$ cat src/rtl/pad_clamp_pkg.sv
package pad_clamp_pkg;

  typedef enum logic [2:0] {
    SQ_IDLE = 3'd0,
    SQ_UP_A = 3'd1,
    SQ_UP_B = 3'd2,
    SQ_DN_A = 3'd3,
    SQ_DN_B = 3'd4
  } seq_state_t;

endpackage

$ cat src/rtl/pad_clamp_wait.sv
module pad_clamp_wait #(
  parameter int WAIT_TICKS = 100
) (
  input  logic clk,
  input  logic rst_n,
  input  logic run_i,
  input  logic tick_i,
  output logic done_o
);
  localparam int TW = (WAIT_TICKS < 2) ? 1 : $clog2(WAIT_TICKS);
  localparam logic [TW-1:0] LAST = TW'(WAIT_TICKS - 1);

  logic [TW-1:0] cnt_q, cnt_d;
  logic          cnt_en;

  assign done_o = run_i && tick_i && (cnt_q == LAST);
  assign cnt_en = run_i && tick_i;

  always_comb begin
    cnt_d = cnt_q;
    if (cnt_en) cnt_d = done_o ? '0 : cnt_q + 1'b1;
  end

  always_ff @(posedge clk or negedge rst_n) begin
    if (!rst_n)      cnt_q <= '0;
    else if (cnt_en) cnt_q <= cnt_d;
  end
endmodule

$ cat src/rtl/pad_clamp_refcnt.sv
module pad_clamp_refcnt #(
  parameter int CNT_W = 4
) (
  input  logic             clk,
  input  logic             rst_n,
  input  logic             inc_i,
  input  logic             dec_i,
  output logic [CNT_W-1:0] count_o
);
  logic [CNT_W-1:0] cnt_q, cnt_d;
  logic             cnt_en;

  assign cnt_en = inc_i ^ dec_i;

  always_comb begin
    cnt_d = cnt_q;
    if (inc_i)      cnt_d = cnt_q + 1'b1;
    else if (dec_i) cnt_d = cnt_q - 1'b1;
  end

  always_ff @(posedge clk or negedge rst_n) begin
    if (!rst_n)      cnt_q <= '0;
    else if (cnt_en) cnt_q <= cnt_d;
  end

  assign count_o = cnt_q;
endmodule

$ cat src/rtl/pad_clamp_fsm.sv
module pad_clamp_fsm
  import pad_clamp_pkg::*;
#(
  parameter int CNT_W = 4
) (
  input  logic             clk,
  input  logic             rst_n,
  input  logic             en_req_i,
  input  logic             dis_req_i,
  input  logic             drain_i,
  input  logic [CNT_W-1:0] count_i,
  input  logic             wait_done_i,
  output logic             inc_o,
  output logic             dec_o,
  output logic             wait_run_o,
  output logic             busy_o,
  output logic             pwrdn_o,
  output logic             clamp_early_o,
  output logic             clamp_o,
  output logic             err_o
);
  localparam logic [CNT_W-1:0] CNT_MAX = {CNT_W{1'b1}};
  localparam logic [CNT_W-1:0] CNT_ONE = CNT_W'(1);

  seq_state_t st_q, st_d;
  logic pd_q, pd_d, ec_q, ec_d, cl_q, cl_d, err_q, err_d;
  logic idle, cnt_zero, drain_op, en_op, dis_op, start_up, start_dn;

  assign idle     = (st_q == SQ_IDLE);
  assign cnt_zero = (count_i == '0);
  assign drain_op = idle && drain_i && !cnt_zero;
  assign en_op    = idle && !drain_i && en_req_i && !dis_req_i;
  assign dis_op   = idle && !drain_i && dis_req_i && !en_req_i;

  assign inc_o    = en_op && (count_i != CNT_MAX);
  assign dec_o    = drain_op || (dis_op && !cnt_zero);
  assign start_up = en_op && cnt_zero;
  assign start_dn = dec_o && (count_i == CNT_ONE);
  assign err_d    = dis_op && cnt_zero;

  always_comb begin
    st_d = st_q;
    pd_d = pd_q;
    ec_d = ec_q;
    cl_d = cl_q;
    unique case (st_q)
      SQ_IDLE: begin
        if (start_up) begin
          cl_d = 1'b0;
          st_d = SQ_UP_A;
        end else if (start_dn) begin
          pd_d = 1'b1;
          st_d = SQ_DN_A;
        end
      end
      SQ_UP_A: if (wait_done_i) begin ec_d = 1'b0; st_d = SQ_UP_B; end
      SQ_UP_B: if (wait_done_i) begin pd_d = 1'b0; st_d = SQ_IDLE; end
      SQ_DN_A: if (wait_done_i) begin ec_d = 1'b1; st_d = SQ_DN_B; end
      SQ_DN_B: if (wait_done_i) begin cl_d = 1'b1; st_d = SQ_IDLE; end
      default: st_d = SQ_IDLE;
    endcase
  end

  always_ff @(posedge clk or negedge rst_n) begin
    if (!rst_n) begin
      st_q  <= SQ_IDLE;
      pd_q  <= 1'b1;
      ec_q  <= 1'b1;
      cl_q  <= 1'b1;
      err_q <= 1'b0;
    end else begin
      st_q  <= st_d;
      pd_q  <= pd_d;
      ec_q  <= ec_d;
      cl_q  <= cl_d;
      err_q <= err_d;
    end
  end

  assign wait_run_o    = !idle;
  assign busy_o        = !idle;
  assign pwrdn_o       = pd_q;
  assign clamp_early_o = ec_q;
  assign clamp_o       = cl_q;
  assign err_o         = err_q;
endmodule

$ cat src/rtl/pad_clamp_seq.sv
module pad_clamp_seq #(
  parameter int CNT_W      = 4,
  parameter int WAIT_TICKS = 100
) (
  input  logic             clk,
  input  logic             rst_n,
  input  logic             tick_i,
  input  logic             en_req_i,
  input  logic             dis_req_i,
  input  logic             drain_i,
  output logic             pwrdn_o,
  output logic             clamp_early_o,
  output logic             clamp_o,
  output logic             busy_o,
  output logic [CNT_W-1:0] count_o,
  output logic             unbal_err_o
);
  logic inc, dec, wait_run, wait_done;

  pad_clamp_refcnt #(.CNT_W(CNT_W)) u_refcnt (
    .clk     (clk),
    .rst_n   (rst_n),
    .inc_i   (inc),
    .dec_i   (dec),
    .count_o (count_o)
  );

  pad_clamp_wait #(.WAIT_TICKS(WAIT_TICKS)) u_wait (
    .clk    (clk),
    .rst_n  (rst_n),
    .run_i  (wait_run),
    .tick_i (tick_i),
    .done_o (wait_done)
  );

  pad_clamp_fsm #(.CNT_W(CNT_W)) u_fsm (
    .clk           (clk),
    .rst_n         (rst_n),
    .en_req_i      (en_req_i),
    .dis_req_i     (dis_req_i),
    .drain_i       (drain_i),
    .count_i       (count_o),
    .wait_done_i   (wait_done),
    .inc_o         (inc),
    .dec_o         (dec),
    .wait_run_o    (wait_run),
    .busy_o        (busy_o),
    .pwrdn_o       (pwrdn_o),
    .clamp_early_o (clamp_early_o),
    .clamp_o       (clamp_o),
    .err_o         (unbal_err_o)
  );
endmodule

$ cat config.mk
export PLATFORM = sky130hd
export DESIGN_NAME = pad_clamp_seq
export DESIGN_NICKNAME = d
export VERILOG_FILES = /design/src/rtl/pad_clamp_pkg.sv /design/src/rtl/pad_clamp_wait.sv /design/src/rtl/pad_clamp_refcnt.sv /design/src/rtl/pad_clamp_fsm.sv /design/src/rtl/pad_clamp_seq.sv
export SDC_FILE = /design/constraint.sdc
export NUM_CORES = 1
export LEC_CHECK = 0
export ABC_AREA = 1
export CAP_MARGIN = 20
export CORE_MARGIN = 1
export CORE_UTILIZATION = 53
export CTS_CLUSTER_SIZE = 8
export DETAILED_ROUTE_END_ITERATION = 8
export GPL_TIMING_DRIVEN = 0
export PLACE_DENSITY = 0.81
export RECOVER_POWER = 25
export REMOVE_ABC_BUFFERS = 1
export SLEW_MARGIN = 20
export SYNTH_ARGS = -nofsm -noshare
export SYNTH_HDL_FRONTEND = slang
export SYNTH_SLANG_ARGS = --single-unit
$ cat constraint.sdc
create_clock -name clk -period 1.45 [get_ports clk]
set_input_delay 0.29 -clock clk [delete_from_list [all_inputs] [get_ports clk]]
set_output_delay 0.29 -clock clk [all_outputs]
set_load 0.02 [all_outputs]
==> impl_metrics.tcl <==
set metrics [dict create \
    cts.sinks 18 \
    worstSetupEndpointType "output port" \
    grt_util_all_layers 0.2173 \
    rows 16 \
    synthXorXnorAreaFrac 0.03094 \
    port_buffers 14 \
    io_pins 15 \
    first_pass_iters 4 \
    drt-initial-drc-count 17 \
    slowest_delay_ps 450 \
    wl_per_cell_um 12.15 \
    netlist_area_mm2 0.001132 \
    p_clk_frac 0.113 \
    clockRootBuffer "clkbuf_4" \
    crit_path_top_delay_cell "dfrtp_2" \
    finalSetupViolCount 0 \
    crit_arrival_ps 1160 \
    rrSetupSlack_ps 10 \
    vdd_ir_drop_max_mv 1.162 \
    power_frac_seq 0.311 \
    min_period_over_period 0.9977 \
    syn2layout_area_growth_pct 25.86 \
    synth_ff_type "dfrtp_1" \
    drtAntennaViolNets 0 \
    worstPathCellList "nor2_4 -> nand2_4 -> buf_6" \
    pwr-share-comb 0.575 \
    worstSkewPairLatency_ps 310 \
    critPathLaunch "u_fsm.st_q[1]" \
    core_region_area_mm2 0.001982 \
    max_freq_mhz 691.3 \
    r2r-start "u_fsm.st_q[1]" \
    syn_inst 143 \
    chipHeight_um 48.22 \
    worstReg2RegEnd "u_fsm.st_q[1]" \
    synthSimpleGateAreaFrac 0.3746 \
    p_switching_mw 1.353 \
    fin_ws_ps 3.353 \
    ys_ff_latch 18 \
    die_w_um 48.22 \
    timing.slew.headroom 0.4398 \
    synth_top_family_by_area "simple AND/OR/NAND/NOR gates" \
    synthAdderAreaFrac 0.05525 \
    layout-drive-gt1-share 0.2738 \
    hpwl_mm 1.637 \
    netlist_top_cells_count "nand2_1, inv_1, dfrtp_1, nand3_1, nor2_1" \
    crit_path_end "busy_o" \
    routed_via_density 5.000 \
    synth_top_area_frac 0.3315 \
    worstRegToRegCells 8 \
    async_flop_share 1.000 \
    fin_crit_ps 1447 \
    cts.hold.buffers_added 0 \
    ys_seq_area_frac 0.4011 \
    num-nets-final 180 \
    cts_buffers 3 \
    power_density_mw_per_mm2 2038 \
    cp-start-kind "flip-flop" \
    finish.utilization 0.7191 \
    path_clk_slew_ps 120 \
    gp_congestion 0.9139 \
    drv_slew 0 \
    crit_path_max_fanout 3 \
    die-area_mm2 0.002325 \
    skew_ps 8.036 \
    drc 0 \
    vias 975 \
    yosysUniqueCellTypes 27 \
    syn_area_per_cell_um2 7.918 \
    ys_warn_count 0 \
    synth_mux_area_frac 0 \
    num_antenna_cells 0 \
    pre_cts_slack_ps -333.4 \
    htree_levels 1 \
    p_sw_frac 0.4657 \
    synth_compound_area_frac 0.06298 \
    worst_pin_slew_ps 837.5 \
    synth_most_common_cell "nand2_1" \
    max_cap_violations 0 \
    hold_path_class "flip-flop to flip-flop" \
    crit_type "flip-flop to output port" \
    hold_violations 0 \
    antenna_found_initial 0 \
    grt-ovfl-total 0 \
    leakagePower_nw 0.7184 \
    grt_start_max_net_pins 19 \
    grt_pass1_vias 835 \
    wl_mm 2.370 \
    critical_path_required_ps 1160 \
    start_util 0.5713 \
    clockBufferDepth 2 \
    p_int_mw 1.552 \
    synth_area_leaders "dfrtp_1, nand2_1, dfstp_2" \
    grt_pass1_wl_mm 3.408 \
    rsz0062_at_grt "yes" \
    cts_tree "done" \
    synth_area_leader_cell "dfrtp_1" \
    synth_edf_count 0 \
    status "completed" \
]
==> power by group through the flow <==
| stage | combinational (mW) | clock [mW] | sequential (mW) |
|---|---|---|---|
| global route | 1.85 | 0.350 | 0.933 |
| detailed placement | 1.44 | 0 | 0.919 |
| global placement | 1.37 | 0 | 0.906 |
| finish | 1.67 | 0.330 | 0.905 |
| floorplan | 0.978 | 0 | 0.961 |
| CTS | 1.50 | 0.332 | 0.908 |
==> worst min path at each step <==
stage	startpoint	endpoint	slack (ps)	depth (start not counted)
after global routing	u_fsm.clamp_early_o	u_fsm.clamp_early_o	500	2
final	u_fsm.clamp_early_o	u_fsm.clamp_early_o	480	2
after detailed placement	u_fsm.clamp_early_o	u_fsm.clamp_early_o	470	2
after global placement	u_fsm.clamp_early_o	u_fsm.clamp_early_o	460	2
after floorplan	rst_n	u_fsm.err_o	-6	0
after CTS	rst_n	u_refcnt.count_o[1]	470	1
==> worst max-delay path: cells and delay by family (launching register included) <==
family	cells	cell delay [ps]
AND/OR/NAND/NOR	2	260
flip-flops	1	450
buffers and inverters	1	130
==> repair_timing <==
item | in CTS | in global routing
buffers inserted | 3 | 4
pin swaps | 1 | 9
endpoints found under the setup margin | 14 | 12
resized for setup | 24 | 8
==> routing by layer <==
metal  global-route usage  vias to the layer above  share of wire
met1               0.2633                      443           0.44
met4               0.1167                        0          0.023
met2               0.3653                       21           0.50
met3              0.03704                        6          0.036
met5                    0                        -              0
li1                     -                      505              -
==> metrics by stage <==
| step | std cells | total power, mW | hold WS (ps) | area [µm²] | TNS [ps] |
|---|---|---|---|---|---|
| after floorplan | 143 | 1.938 | -5.591 | 1132 | -71.55 |
| after global placement | 184 | 2.279 | 458.0 | 1306 | -1934 |
| after detailed placement | 184 | 2.364 | 465.7 | 1306 | -2278 |
| after CTS | 191 | 2.740 | 475.0 | 1374 | -47.31 |
| after global routing | 195 | 3.128 | 500.7 | 1425 | -168.3 |
| final | 195 | 2.905 | 482.1 | 1425 | 0 |
==> state kept, by name, summed over array words and instances (netlist names) <==
name / count
u_fsm.st_q: 3
u_fsm.pwrdn_o: 1
u_fsm.clamp_early_o: 1
u_refcnt.count_o: 4
u_wait.cnt_q: 7
u_fsm.clamp_o: 1
u_fsm.err_o: 1
==> logic make-up (layout without fill, tap and decap cells) <==
family / count (synthesis) / count (layout)
adder cells (fa/ha/maj): 5 / 5
flip-flops: 18 / 18
buffers and inverters: 22 / 47
AND/OR/NAND/NOR: 82 / 82
XOR/XNOR: 4 / 4
AO/OA/AOI/OAI: 12 / 12
==> cells in the final DEF, fill, tap and decap left out, types with 2 or more instances in the layout <==
cell / count
nand3_1: 10
inv_1: 17
dlygate4sd2_1: 4
nand2_2: 4
ha_1: 5
clkdlybuf4s50_1: 4
nor2_1: 9
clkbuf_4: 3
a21oi_1: 3
buf_4: 6
nand2_8: 2
nor3_1: 4
clkbuf_2: 2
nand3_2: 5
o21ai_1: 2
dfrtp_1: 13
dfrtp_2: 2
inv_2: 4
dfstp_2: 3
nand2_1: 38
nor2_4: 3
o21ai_2: 2
o21ai_0: 4
xor2_1: 3
nor3_2: 2
==> cell type report <==
class                      instances  area (µm²)
clock buffer                       4       36.28
fill                             155       556.8
inverter                          22       85.08
multi-input combinational        103       620.6
sequential                        18       456.7
tap                               27       33.78
timing repair buffer              21       192.7
No activity file was read; power rests on OpenSTA's default activity.
